===== src/rtl/bb_pkg.sv =====
package bb_pkg;

  typedef enum logic [2:0] {
    ST_IDLE,
    ST_PASS,
    ST_ARD,
    ST_AWR,
    ST_DONE
  } bb_state_e;

  // bit index inside the 32-bit word: byte_lo*8 + bit number
  function automatic logic [4:0] bb_bit_index(input logic [1:0] byte_lo,
                                              input logic [2:0] bitn);
    return {byte_lo, bitn};
  endfunction

  // lowest enabled byte lane; lane 0 when no lane is enabled
  function automatic logic [1:0] bb_low_lane(input logic [3:0] be);
    if (be[0]) return 2'd0;
    if (be[1]) return 2'd1;
    if (be[2]) return 2'd2;
    if (be[3]) return 2'd3;
    return 2'd0;
  endfunction

  // value an alias write forces into the target bit
  function automatic logic bb_set_value(input logic [31:0] wdata,
                                        input logic [3:0]  be);
    logic [1:0] lane;
    lane = bb_low_lane(be);
    return wdata[{lane, 3'b000}];
  endfunction

  // word with a single bit forced
  function automatic logic [31:0] bb_apply(input logic [31:0] word,
                                           input logic [4:0]  idx,
                                           input logic        val);
    logic [31:0] r;
    r = word;
    r[idx] = val;
    return r;
  endfunction

endpackage


===== src/rtl/bb_window.sv =====
module bb_window
  import bb_pkg::*;
#(
  parameter logic [31:0] ALIAS_BASE = 32'h2200_0000,
  parameter logic [31:0] BAND_BASE  = 32'h2000_0000,
  parameter int          BAND_AW    = 20
) (
  input  logic [31:0] addr,
  output logic        hit,
  output logic [31:0] word_addr,
  output logic [4:0]  bit_idx
);
  localparam int ALIAS_AW = BAND_AW + 5;

  logic [BAND_AW-1:0] byte_off;

  assign hit       = (addr[31:ALIAS_AW] == ALIAS_BASE[31:ALIAS_AW]);
  assign byte_off  = addr[ALIAS_AW-1:5];
  assign word_addr = BAND_BASE + (32'(byte_off) & ~32'd3);
  assign bit_idx   = bb_bit_index(byte_off[1:0], addr[4:2]);

endmodule


===== src/rtl/bb_decode.sv =====
module bb_decode #(
  parameter logic [31:0] ALIAS0_BASE = 32'h2200_0000,
  parameter logic [31:0] BAND0_BASE  = 32'h2000_0000,
  parameter logic [31:0] ALIAS1_BASE = 32'h4200_0000,
  parameter logic [31:0] BAND1_BASE  = 32'h4000_0000,
  parameter int          BAND_AW     = 20
) (
  input  logic [31:0] addr,
  output logic        hit,
  output logic [31:0] word_addr,
  output logic [4:0]  bit_idx
);
  localparam int N_WIN = 2;
  localparam logic [31:0] ALIAS_B [N_WIN] = '{ALIAS0_BASE, ALIAS1_BASE};
  localparam logic [31:0] BAND_B  [N_WIN] = '{BAND0_BASE, BAND1_BASE};

  logic [N_WIN-1:0] hit_v;
  logic [31:0]      word_v [N_WIN];
  logic [4:0]       bit_v  [N_WIN];

  for (genvar g = 0; g < N_WIN; g++) begin : g_win
    bb_window #(
      .ALIAS_BASE(ALIAS_B[g]),
      .BAND_BASE (BAND_B[g]),
      .BAND_AW   (BAND_AW)
    ) u_win (
      .addr     (addr),
      .hit      (hit_v[g]),
      .word_addr(word_v[g]),
      .bit_idx  (bit_v[g])
    );
  end

  assign hit       = |hit_v;
  assign word_addr = hit_v[1] ? word_v[1] : word_v[0];
  assign bit_idx   = hit_v[1] ? bit_v[1]  : bit_v[0];

endmodule


===== src/rtl/bb_seq.sv =====
module bb_seq
  import bb_pkg::*;
(
  input  logic        clk,
  input  logic        rst_n,
  input  logic        up_req,
  input  logic        up_we,
  input  logic [31:0] up_addr,
  input  logic [31:0] up_wdata,
  input  logic [3:0]  up_be,
  output logic        up_ready,
  output logic [31:0] up_rdata,
  input  logic        map_hit,
  input  logic [31:0] map_word,
  input  logic [4:0]  map_bit,
  output logic        dn_req,
  output logic        dn_we,
  output logic [31:0] dn_addr,
  output logic [31:0] dn_wdata,
  output logic [3:0]  dn_be,
  output logic        dn_lock,
  input  logic [31:0] dn_rdata,
  input  logic        dn_ready,
  output logic        ev_rmw_rd_acc,
  output logic        ev_rmw_wr_acc,
  output logic        ev_alias_rd_done
);
  bb_state_e   state;
  logic        q_we, q_alias, q_set;
  logic [31:0] q_addr, q_wdata, q_word, q_rdata;
  logic [3:0]  q_be;
  logic [4:0]  q_bit;

  always_ff @(posedge clk or negedge rst_n) begin
    if (!rst_n) begin
      state   <= ST_IDLE;
      q_we    <= 1'b0;
      q_alias <= 1'b0;
      q_set   <= 1'b0;
      q_addr  <= '0;
      q_wdata <= '0;
      q_word  <= '0;
      q_rdata <= '0;
      q_be    <= '0;
      q_bit   <= '0;
    end else begin
      unique case (state)
        ST_IDLE: if (up_req) begin
          q_we    <= up_we;
          q_addr  <= up_addr;
          q_wdata <= up_wdata;
          q_be    <= up_be;
          q_alias <= map_hit;
          q_word  <= map_word;
          q_bit   <= map_bit;
          q_set   <= bb_set_value(up_wdata, up_be);
          state   <= map_hit ? ST_ARD : ST_PASS;
        end
        ST_PASS: if (dn_ready) begin
          q_rdata <= dn_rdata;
          state   <= ST_DONE;
        end
        ST_ARD: if (dn_ready) begin
          if (q_we) begin
            q_wdata <= bb_apply(dn_rdata, q_bit, q_set);
            state   <= ST_AWR;
          end else begin
            q_rdata <= {31'd0, dn_rdata[q_bit]};
            state   <= ST_DONE;
          end
        end
        ST_AWR: if (dn_ready) state <= ST_DONE;
        ST_DONE: state <= ST_IDLE;
        default: state <= ST_IDLE;
      endcase
    end
  end

  always_comb begin
    dn_req   = 1'b0;
    dn_we    = 1'b0;
    dn_addr  = q_word;
    dn_wdata = q_wdata;
    dn_be    = 4'hF;
    dn_lock  = 1'b0;
    unique case (state)
      ST_PASS: begin
        dn_req  = 1'b1;
        dn_we   = q_we;
        dn_addr = q_addr;
        dn_be   = q_be;
      end
      ST_ARD: begin
        dn_req  = 1'b1;
        dn_lock = q_we;
      end
      ST_AWR: begin
        dn_req  = 1'b1;
        dn_we   = 1'b1;
        dn_lock = 1'b1;
      end
      default: ;
    endcase
  end

  assign up_ready         = (state == ST_DONE);
  assign up_rdata         = q_rdata;
  assign ev_rmw_rd_acc    = (state == ST_ARD) && q_we && dn_ready;
  assign ev_rmw_wr_acc    = (state == ST_AWR) && dn_ready;
  assign ev_alias_rd_done = (state == ST_DONE) && q_alias && !q_we;

endmodule


===== src/rtl/bitband_bridge.sv =====
module bitband_bridge #(
  parameter logic [31:0] ALIAS0_BASE = 32'h2200_0000,
  parameter logic [31:0] BAND0_BASE  = 32'h2000_0000,
  parameter logic [31:0] ALIAS1_BASE = 32'h4200_0000,
  parameter logic [31:0] BAND1_BASE  = 32'h4000_0000,
  parameter int          BAND_AW     = 20
) (
  input  logic        clk,
  input  logic        rst_n,
  input  logic        up_req,
  input  logic        up_we,
  input  logic [31:0] up_addr,
  input  logic [31:0] up_wdata,
  input  logic [3:0]  up_be,
  output logic        up_ready,
  output logic [31:0] up_rdata,
  output logic        dn_req,
  output logic        dn_we,
  output logic [31:0] dn_addr,
  output logic [31:0] dn_wdata,
  output logic [3:0]  dn_be,
  output logic        dn_lock,
  input  logic [31:0] dn_rdata,
  input  logic        dn_ready
);
  logic        map_hit;
  logic [31:0] map_word;
  logic [4:0]  map_bit;
  logic        ev_rmw_rd_acc;
  logic        ev_rmw_wr_acc;
  logic        ev_alias_rd_done;

  bb_decode #(
    .ALIAS0_BASE(ALIAS0_BASE),
    .BAND0_BASE (BAND0_BASE),
    .ALIAS1_BASE(ALIAS1_BASE),
    .BAND1_BASE (BAND1_BASE),
    .BAND_AW    (BAND_AW)
  ) u_decode (
    .addr     (up_addr),
    .hit      (map_hit),
    .word_addr(map_word),
    .bit_idx  (map_bit)
  );

  bb_seq u_seq (
    .clk             (clk),
    .rst_n           (rst_n),
    .up_req          (up_req),
    .up_we           (up_we),
    .up_addr         (up_addr),
    .up_wdata        (up_wdata),
    .up_be           (up_be),
    .up_ready        (up_ready),
    .up_rdata        (up_rdata),
    .map_hit         (map_hit),
    .map_word        (map_word),
    .map_bit         (map_bit),
    .dn_req          (dn_req),
    .dn_we           (dn_we),
    .dn_addr         (dn_addr),
    .dn_wdata        (dn_wdata),
    .dn_be           (dn_be),
    .dn_lock         (dn_lock),
    .dn_rdata        (dn_rdata),
    .dn_ready        (dn_ready),
    .ev_rmw_rd_acc   (ev_rmw_rd_acc),
    .ev_rmw_wr_acc   (ev_rmw_wr_acc),
    .ev_alias_rd_done(ev_alias_rd_done)
  );

endmodule


===== config.mk =====
export PLATFORM = sky130hd
export DESIGN_NAME = bitband_bridge
export DESIGN_NICKNAME = d
export VERILOG_FILES = /design/src/rtl/bb_pkg.sv /design/src/rtl/bb_window.sv /design/src/rtl/bb_decode.sv /design/src/rtl/bb_seq.sv /design/src/rtl/bitband_bridge.sv
export SDC_FILE = /design/constraint.sdc
export NUM_CORES = 1
export LEC_CHECK = 0
export ABC_AREA = 0
export BUFFER_PORTS_ARGS = -buffer_cell sky130_fd_sc_hd__buf_2
export CAP_MARGIN = 30
export CORE_MARGIN = 2
export CORE_UTILIZATION = 50
export CTS_CLUSTER_DIAMETER = 80
export DETAILED_ROUTE_END_ITERATION = 8
export PLACE_DENSITY = 0.92
export SYNTH_ARGS = -nofsm -noshare
export SYNTH_HDL_FRONTEND = slang
export SYNTH_SLANG_ARGS = --single-unit

===== constraint.sdc =====
create_clock -name clk -period 2.3 [get_ports clk]
set_input_delay 0.23 -clock clk [delete_from_list [all_inputs] [get_ports clk]]
set_output_delay 0.23 -clock clk [all_outputs]
set_load 0.01 [all_outputs]

==> results of run 1 <==
-- metal layers --
| layer | wire length (µm) | vias to the layer above | share of wire |
|---|---|---|---|
| met4 | 495 | 0 | 0.029 |
| met5 | 0 | - | 0 |
| li1 | - | 2479 | - |
| met1 | 6780 | 2503 | 0.40 |
| met3 | 1510 | 43 | 0.089 |
| met2 | 8210 | 266 | 0.48 |
-- per-stage QoR --
stage	setup slack, ps	cells	hold WS (ps)	power (mW)
final	117	927	81.3	9.02
after global routing	49.0	927	101	9.56
after CTS	21.5	927	72.4	9.04
after detailed placement	352	910	295	7.40
after global placement	391	910	299	7.24
after floorplan	467	588	-65.6	5.69
-- cell type report --
cell class | count | share of cell area
Multi-Input combinational cell | 429 | 0.389
Sequential cell | 107 | 0.367
Timing Repair Buffer | 228 | 0.176
Clock buffer | 10 | 0.0327
Tap cell | 143 | 0.0245
Clock inverter | 6 | 0.00992
Inverter | 4 | 0.00205
-- worst max path at each step --
stage	endpoint	slack, ps	depth (start not counted)
6_report	dn_addr[3]	120	5
5_1_grt	dn_addr[3]	50	5
4_1_cts	dn_addr[3]	20	5
3_5_place_dp	u_seq.dn_wdata[24]	350	5
3_3_place_gp	u_seq.dn_wdata[24]	390	5
2_1_floorplan	dn_addr[10]	470	5
-- tightest hold or removal path, stage by stage --
cell,delay [ps]
sky130_fd_sc_hd__buf_2,70
sky130_fd_sc_hd__nand2_1,30
sky130_fd_sc_hd__o21ai_0,50
-- cells in the mapped netlist (all sizes together) (3+ instances only) --
cell type	n	area (µm²)
a31oi	4	25.0
buf	23	115
a21oi	4	20.0
clkbuf	25	93.8
nand2b	3	18.8
dfrtp	107	2680
a211oi	9	67.6
a311oi	22	193
nor2	44	165
inv	4	15.0
nor3	6	30.0
mux2	58	653
a21o	29	218
nand3b	6	45.0
and2	13	81.3
or3	18	113
nand3	14	70.1
nand2	85	319
nor3b	7	57.6
o22ai	4	25.0
mux2i	18	180
nor2b	8	50.1
o21ai	56	280
-- what timing repair did --
item / in CTS / in global routing
endpoints found under the hold margin: 44 / 0
setup endpoints to repair: 0 / 19
hold buffers: 1 / 0
resized for setup: 0 / 3
-- cell usage in the layout, fill, tap and decap left out, drive strengths merged, types with 2 or more instances in the layout --
| cell type | n |
|---|---|
| buf | 227 |
| dfrtp | 107 |
| nand2 | 85 |
| mux2 | 58 |
| o21ai | 56 |
| nor2 | 44 |
| a21o | 29 |
| a311oi | 22 |
| mux2i | 18 |
| or3 | 18 |
| nand3 | 14 |
| and2 | 13 |
| clkbuf | 10 |
| a211oi | 9 |
| nor2b | 8 |
| nor3b | 7 |
| nand3b | 6 |
| nor3 | 6 |
| inv | 6 |
| o22ai | 4 |
| a31oi | 4 |
| a21oi | 4 |
| nand2b | 3 |
| o21a | 2 |
| mux4 | 2 |
| o211ai | 2 |
| a32oi | 2 |
| clkinv | 2 |
| or3b | 2 |
-- kinds of logic (layout without fill, tap and decap cells) --
kind of cell / Yosys count / in the layout / synth area share
DFF: 107 / 107 / 0.468
AOI/OAI and AO/OA: 138 / 138 / 0.159
xor gates and xnor gates: 1 / 1 / 0.00153
and+or+nand+nor: 212 / 212 / 0.179
muxes: 78 / 78 / 0.154
buffers and inverters: 52 / 248 / 0.0391
-- power groups by stage --
| stage | combinational, mW | clock (mW) | sequential [mW] |
|---|---|---|---|
| 2_1_floorplan | 2.27 | 0 | 3.42 |
| 3_3_place_gp | 3.81 | 0 | 3.43 |
| 3_5_place_dp | 3.93 | 0 | 3.47 |
| 4_1_cts | 3.95 | 1.65 | 3.44 |
| 5_1_grt | 4.28 | 1.71 | 3.57 |
| 6_report | 3.95 | 1.62 | 3.46 |
-- registers in the layout, summed over array words and instances, names as in the netlist --
register / cells
u_seq.up_rdata: 32
u_seq.q_we: 1
u_seq.q_be: 4
u_seq.state: 3
u_seq.q_addr: 28
u_seq.q_set: 1
u_seq.q_word: 2
u_seq.dn_wdata: 32
u_seq.q_bit: 4
==> summary.txt, run 1 <==
Global route
  – Number of global-route vias before repair: 5,255
  – Overall track demand over capacity in global routing: 0.273
  – Most used routing layer in global routing: met2
  – GR Util met2: 0.456
  – Number of antenna violations at the first check in global routing: 1
  – Total global routing overflow: 0
  – Pin count of the biggest net entering global routing: 65
  – First-pass GRT wire length: 26,900 µm
  – Met1 usage: 0.337
  – Met3 Resource Use GR: 0.0831

STA
  – Worst slew margin relative to its limit: 0.569
  – Final setup vio count: 0
  – Peak clock frequency supported by timing: 0.458 GHz
  – Transition time at the pin with the least slew margin: 646 ps
  – Setup total negative slack: 0 ps
  – Unrepaired setup endpoints after global routing: false
  – Number of hold violations in the final report: 0
  – Worst clock skew: 4.68 ps
  – Fin crit period: 2180 ps
  – Period utilisation layout: 0.949
  – Count of final max-slew check failures: 0

Synth
  – Sequential element share of the synthesized area: 0.468
  – Post-synth top flop: sky130_fd_sc_hd__dfrtp_1
  – Yosys reg bits: 107
  – Number of nets in the synthesized netlist: 693
  – Post-synthesis async set-or-reset flop share: 1.00
  – Post-Synthesis Cell Area: 5720 µm²
  – Number of enable flip-flop cells after synthesis: 0
  – Number of warning messages in the yosys log: 0
  – Post-Synthesis Mean Instance Area: 9.73 µm²
  – Gate Count Post-Synth: 588
  – Distinct cell type count after synthesis: 45

Critical path
  – Largest driver fanout on the critical path: 33
  – Worst EP required: 2070 ps
  – Startpoint of the worst setup timing path: u_seq.state[2]
  – Worst r2r src: u_seq.q_bit[2]
  – Crit Path Class: reg -> out
  – Cell type group with the largest total delay on the critical path: flip-flops
  – Max stage delay on crit path: 480 ps
  – Flop-to-flop setup slack: 200 ps
  – Critical path capture point type: output pin
  – Buffers plus inverters on the worst setup path: 2
  – Reg2reg path depth: 4
  – Cells along the critical path: nand2b_2 -> nor2_2 -> buf_12 -> mux2_2 -> buf_2
  – Critical Path Start Type: flop
  – Crit Reg-Reg Endpoint: u_seq.dn_wdata[7]
  – CP max stage cell: sky130_fd_sc_hd__dfrtp_2
  – Critical Path AT: 1950 ps

Cells and area
  – Layout cell share with drive strength beyond 1: 0.398
  – Post-synthesis to final-layout area growth: 27.8%
  – Number of diodes: 0
  – Area of all placed cells without fillers: 7310 µm²
  – Area of the multi-input gates: 2840 µm²
  – Sequential cell area in the final layout: 2680 µm²
  – Count of filler cells inserted in the layout: 904
  – Total number of nets in the final design: 884
  – Final Util: 0.649

Floorplanning
  – Placeable core region: 11,300 µm²
  – IO Count: 209
  – Chip height: 111 µm
  – Standard-cell row count: 39
  – Die area: 12,300 µm²
  – Initial core utilization: 0.508
  – Die span in x: 111 µm

Drt
  – Vias post-DR: 5,291
  – Iteration-0 DRC count of the detailed router: 462
  – Total wirelength of the detailed-routed design: 17,000 µm
  – Via-to-Cell Ratio: 5.71
  – Number of search-and-repair iterations in the first detailed-routing pass: 5
  – Detail Route Antenna Nets: 0
  – Average wire length per cell after detail routing: 18.3 µm
  – Number of remaining DRC errors: 0

Hold path
  – Class of the tightest hold or removal check: in -> reg
  – Worst-case hold path end point: u_seq.q_we
  – Hold wc startpoint: up_we
  – Hold Path Depth: 3

Clock tree
  – Clock buffers created by TritonCTS: 9
  – Buffer count from post-CTS setup fixing: 0
  – Clock root buffer: sky130_fd_sc_hd__clkbuf_16
  – CTS clock-pin slew for the worst setup and hold paths: 70 ps
  – TritonCTS clock tree: built
  – Num Clock Sinks: 107
  – Count of H-tree levels built during CTS: 3
  – Insertion delay to the later sink of the worst-skew pair: 350 ps
  – Clock Path Buffers: 2

Pwr
  – IR Drop Worst-Case VDD: 0.741 mV
  – Clock network fraction of total power: 0.179
  – Leak: 3.63 nW
  – Reported net switching power: 3.53 mW
  – Pwr Density: 1230 nW/µm²
  – Logic gate share of total power: 0.438
  – Switching power share of the total: 0.391
  – Cell-internal power: 5.49 mW
  – Portion of total power attributed to sequential cells: 0.383

Placement
  – Sum of net half-perimeters after detailed placement: 12,300 µm
  – Area post-placement: 6990 µm²
  – Global placer's final weighted congestion: 0.893
  – Number of buffer cells added on primary ports: 208

Run status
  – Run status: finished clean

Run
  – Maximum capacitance violations: 0
No activity file was read; power rests on OpenSTA's default activity.
==> run 2, diff against run 1 <==
- CELL_PAD_IN_SITES_DETAIL_PLACEMENT: not set -> 1
- CELL_PAD_IN_SITES_GLOBAL_PLACEMENT: not set -> 1
- CORE_UTILIZATION: 50 -> 37
- PLACE_DENSITY: 0.92 -> 0.91
==> summary.txt, run 2 (synthesis gave the netlist of run 1 again) <==
Drt
  – Detail Route Antenna Nets: 0
  – Via-to-Cell Ratio: 5.41
  – Average wire length per cell after detail routing: 19.5 µm
  – Number of remaining DRC errors: 0
  – Total wirelength of the detailed-routed design: 19,000 µm
  – Iteration-0 DRC count of the detailed router: 224
  – Vias post-DR: 5,271
  – Number of search-and-repair iterations in the first detailed-routing pass: 6

Critical path
  – Cells along the critical path: nand2b_2 -> nor2_2 -> buf_12 -> mux2_2 -> buf_2
  – Max stage delay on crit path: 490 ps
  – Crit Path Class: reg -> out
  – Startpoint of the worst setup timing path: u_seq.state[2]
  – Critical Path Start Type: flop
  – Largest driver fanout on the critical path: 33
  – Critical Path AT: 1970 ps
  – Worst r2r src: u_seq.q_bit[1]
  – Reg2reg path depth: 4
  – Capture point of the critical path: dn_addr[9]
  – Critical path capture point type: output pin
  – CP max stage cell: sky130_fd_sc_hd__dfrtp_2
  – Flop-to-flop setup slack: 280 ps
  – Crit Reg-Reg Endpoint: u_seq.dn_wdata[22]
  – Worst EP required: 2070 ps

Global route
  – Overall track demand over capacity in global routing: 0.234
  – Pin count of the biggest net entering global routing: 65
  – Number of global-route vias before repair: 5,433
  – First-pass GRT wire length: 29,800 µm
  – Number of antenna violations at the first check in global routing: 1
  – Total global routing overflow: 0

STA
  – Worst slew margin relative to its limit: 0.589
  – Unrepaired setup endpoints after global routing: false
  – Final WS setup: 98.5 ps
  – Setup total negative slack: 0 ps
  – Number of hold violations in the final report: 0
  – Worst hold-check slack: 97.7 ps
  – Final setup vio count: 0
  – Worst clock skew: 9.09 ps
  – Fin crit period: 2200 ps
  – Count of final max-slew check failures: 0
  – Transition time at the pin with the least slew margin: 617 ps
  – Peak clock frequency supported by timing: 0.454 GHz
  – Period utilisation layout: 0.957

Floorplanning
  – Chip height: 128 µm
  – IO Count: 209
  – Die span in x: 128 µm
  – Standard-cell row count: 45
  – Initial core utilization: 0.378
  – Die area: 16,500 µm²
  – Placeable core region: 15,100 µm²

Clock tree
  – Buffer count from post-CTS setup fixing: 0
  – Count of H-tree levels built during CTS: 3
  – Insertion delay to the later sink of the worst-skew pair: 360 ps
  – TritonCTS clock tree: built
  – CTS clock-pin slew for the worst setup and hold paths: 70 ps
  – Clock Path Buffers: 2
  – Num Clock Sinks: 107
  – Clock root buffer: sky130_fd_sc_hd__clkbuf_16
  – Clock buffers created by TritonCTS: 9

Placement
  – Number of buffer cells added on primary ports: 208
  – Global placer's final weighted congestion: 0.870
  – Worst-case setup slack after placement: 346 ps
  – Sum of net half-perimeters after detailed placement: 14,200 µm
  – Area post-placement: 7040 µm²
  – Count of placed standard cells including taps: 957

Pwr
  – Pwr Density: 1240 nW/µm²
  – Leak: 3.65 nW
  – IR Drop Worst-Case VDD: 0.687 mV
  – Power, Total: 9.18 mW

Cells and area
  – Area of the multi-input gates: 2840 µm²
  – Layout cell share with drive strength beyond 1: 0.399
  – Most common library cell in the layout ignoring fill and taps: sky130_fd_sc_hd__buf_2
  – Count of filler cells inserted in the layout: 1,783
  – Final Util: 0.488
  – Area of all placed cells without fillers: 7390 µm²
  – Count of placed standard cells in the final layout, fillers left out: 975
  – Post-synthesis to final-layout area growth: 29.1%
  – Most used cells in the layout excluding fill and tap cells: sky130_fd_sc_hd__buf_2, sky130_fd_sc_hd__dfrtp_1, sky130_fd_sc_hd__nand2_1, sky130_fd_sc_hd__mux2_2, sky130_fd_sc_hd__o21ai_0
  – Sequential cell area in the final layout: 2680 µm²
  – Total number of nets in the final design: 886

Run status
  – Run status: finished clean

Run
  – Maximum capacitance violations: 0

Hold path
  – Class of the tightest hold or removal check: in -> reg
-- run 2: final cells by class --
type | count | area share
clock inverters | 7 | 0.0134
flip-flops and latches | 107 | 0.363
inverters | 4 | 0.00203
well taps | 188 | 0.0318
multi-input cells | 429 | 0.385
repair buffers | 230 | 0.174
clock buffers | 9 | 0.0305
diodes | 1 | 0.000339
-- run 2: worst min path at each step --
| stage | from | endpoint | slack [ps] | depth (start not counted) |
|---|---|---|---|---|
| 2_1_floorplan | rst_n | u_seq.dn_wdata[0] | -70 | 0 |
| 3_3_place_gp | rst_n | u_seq.q_addr[9] | 210 | 1 |
| 3_5_place_dp | rst_n | u_seq.q_addr[14] | 220 | 1 |
| 4_1_cts | up_addr[5] | u_seq.q_bit[3] | 90 | 2 |
| 5_1_grt | up_addr[0] | u_seq.q_addr[0] | 100 | 2 |
| 6_report | up_addr[5] | u_seq.q_bit[3] | 100 | 2 |
-- run 2: worst max-delay path: cells and delay by family (launching register included) --
family	cells	cell delay (ps)
buffers and inverters	2	340
flip-flops	1	490
multiplexers	1	350
AND/OR/NAND/NOR	2	410
-- run 2: where the power goes --
part	total (mW)	internal (mW)	switching (mW)
sequential	3.43	2.72	0.703
combinational	4.04	1.89	2.15
clock	1.71	0.965	0.750
total	9.18	5.58	3.60
-- run 2: per-layer routing --
metal / share of wire / global-route usage / routed length [µm]
met4: 0.015 / 0.0595 / 278
met3: 0.065 / 0.0595 / 1230
met2: 0.52 / 0.418 / 9890
met5: 0 / 0 / 0
met1: 0.40 / 0.283 / 7620
-- run 2: timing repair --
| item | in CTS | in global routing |
|---|---|---|
| endpoints found under the setup margin | 12 | 19 |
| hold buffers | 1 | 0 |
| resized for setup | 1 | 2 |
| endpoints found under the hold margin | 33 | 0 |
==> run 3, diff against run 2 <==
- REMOVE_ABC_BUFFERS: not set -> 1
==> summary.txt, run 3 (synthesis gave the netlist of run 1 again) <==
Global route
  – Number of global-route vias before repair: 5,581
  – Overall track demand over capacity in global routing: 0.232
  – Pin count of the biggest net entering global routing: 65
  – First-pass GRT wire length: 29,900 µm
  – Number of antenna violations at the first check in global routing: 3
  – Total global routing overflow: 0

Floorplanning
  – Die span in x: 128 µm
  – IO Count: 209
  – Standard-cell row count: 45
  – Placeable core region: 15,100 µm²
  – Die area: 16,500 µm²
  – Initial core utilization: 0.378
  – Chip height: 128 µm

Hold path
  – Hold Path Depth: 2
  – Class of the tightest hold or removal check: in -> reg
  – Hold wc startpoint: up_addr[14]
  – Worst-case hold path end point: u_seq.q_addr[14]

Drt
  – Via-to-Cell Ratio: 5.41
  – Number of remaining DRC errors: 0
  – Detail Route Antenna Nets: 0
  – Number of search-and-repair iterations in the first detailed-routing pass: 4
  – Total wirelength of the detailed-routed design: 19,000 µm
  – Average wire length per cell after detail routing: 19.5 µm
  – Vias post-DR: 5,287
  – Iteration-0 DRC count of the detailed router: 291

STA
  – Fin crit period: 2150 ps
  – Count of final max-slew check failures: 0
  – Number of hold violations in the final report: 0
  – Setup total negative slack: 0 ps
  – Peak clock frequency supported by timing: 0.466 GHz
  – Worst clock skew: 11.3 ps
  – Worst slew margin relative to its limit: 0.629
  – Period utilisation layout: 0.933
  – Final setup vio count: 0
  – Unrepaired setup endpoints after global routing: false
  – Final WS setup: 153 ps
  – Transition time at the pin with the least slew margin: 557 ps

Cells and area
  – Total number of nets in the final design: 886
  – Area of all placed cells without fillers: 7370 µm²
  – Post-synthesis to final-layout area growth: 28.8%
  – Most used cells in the layout excluding fill and tap cells: sky130_fd_sc_hd__buf_2, sky130_fd_sc_hd__dfrtp_1, sky130_fd_sc_hd__nand2_1, sky130_fd_sc_hd__mux2_2, sky130_fd_sc_hd__o21ai_0
  – Count of placed standard cells in the final layout, fillers left out: 977
  – Final Util: 0.486
  – Most common library cell in the layout ignoring fill and taps: sky130_fd_sc_hd__buf_2
  – Layout cell share with drive strength beyond 1: 0.396

Critical path
  – Worst r2r src: u_seq.state[1]
  – Critical path capture point type: output pin
  – Critical Path Start Type: flop
  – Worst EP required: 2070 ps
  – Critical Path AT: 1920 ps
  – Reg2reg path depth: 4
  – Largest driver fanout on the critical path: 33
  – Flop-to-flop setup slack: 160 ps
  – Crit Path Class: reg -> out
  – Crit Reg-Reg Endpoint: u_seq.up_rdata[27]

Clock tree
  – Count of H-tree levels built during CTS: 3
  – TritonCTS clock tree: built
  – Buffer count from post-CTS setup fixing: 0
  – Number of cells upsized or downsized after cts: 0
  – Insertion delay to the later sink of the worst-skew pair: 370 ps
  – Clock root buffer: sky130_fd_sc_hd__clkbuf_16
  – CTS clock-pin slew for the worst setup and hold paths: 90 ps
  – Clock buffers created by TritonCTS: 9
  – Num Clock Sinks: 107
  – Clock Path Buffers: 2
  – Hold-fix buffers, CTS: 1

Placement
  – Number of buffer cells added on primary ports: 208
  – Count of placed standard cells including taps: 957
  – Global placer's final weighted congestion: 0.817
  – Worst-case setup slack after placement: 182 ps
  – Sum of net half-perimeters after detailed placement: 14,200 µm
  – Area post-placement: 7040 µm²

Pwr
  – Pwr Density: 1230 nW/µm²
  – Leak: 3.63 nW
  – IR Drop Worst-Case VDD: 0.661 mV

Run
  – Maximum capacitance violations: 0

Run status
  – Run status: finished clean
-- run 3: cell count changes in the layout (fill, tap and decap cells not counted), moves of 2 or more --
cell	previous run	this run
sky130_fd_sc_hd__dfrtp_1	105	107
sky130_fd_sc_hd__dfrtp_2	2	0
sky130_fd_sc_hd__inv_8	0	2
sky130_fd_sc_hd__diode_2	1	3
sky130_fd_sc_hd__clkinv_8	0	2
sky130_fd_sc_hd__bufinv_16	2	0
-- run 3: power breakdown --
group          switching, mW  internal (mW)  leakage (nW)  total (mW)
sequential             0.632           2.72          1.30        3.35
combinational           2.23           1.88          2.19        4.11
clock                  0.826          0.779         0.146        1.60
total                   3.69           5.38          3.63        9.07
-- run 3: per-stage QoR --
step,total power [mW],hold WS [ps]
2_1_floorplan,5.57,-65.6
3_3_place_gp,7.29,231
3_5_place_dp,7.55,238
4_1_cts,9.19,76.4
5_1_grt,9.72,77.9
6_report,9.07,88.4
-- run 3: layout make-up --
cell class | count | area [µm²]
fill | 1791 | 7780
multi-input combinational | 429 | 2840
sequential | 107 | 2680
timing repair buffer | 230 | 1290
tap | 188 | 235
clock buffer | 9 | 225
clock inverter | 7 | 80.1
inverter | 4 | 15.0
antenna | 3 | 7.51
-- run 3: worst max path at each step --
stage | end | startpoint
3_5_place_dp | u_seq.up_rdata[27] | u_seq.state[1]
3_3_place_gp | u_seq.dn_wdata[1] | u_seq.state[1]
5_1_grt | u_seq.up_rdata[27] | u_seq.state[1]
6_report | dn_addr[16] | u_seq.state[1]
2_1_floorplan | u_seq.dn_wdata[5] | u_seq.state[1]
4_1_cts | u_seq.up_rdata[27] | u_seq.state[1]
-- run 3: metal layers --
| metal | routed length [µm] | up-vias | GRT usage |
|---|---|---|---|
| li1 | - | 2486 | - |
| met1 | 8110 | 2606 | 0.299 |
| met2 | 9360 | 164 | 0.391 |
| met3 | 1060 | 31 | 0.0445 |
| met4 | 475 | 0 | 0.0853 |
| met5 | 0 | - | 0 |
-- run 3: critical path, stage by stage, from the launching register on --
cell and delay [ps]:
sky130_fd_sc_hd__dfrtp_1 590, sky130_fd_sc_hd__nor2_2 240, sky130_fd_sc_hd__buf_12 210, sky130_fd_sc_hd__mux2_2 360
sky130_fd_sc_hd__buf_2 150
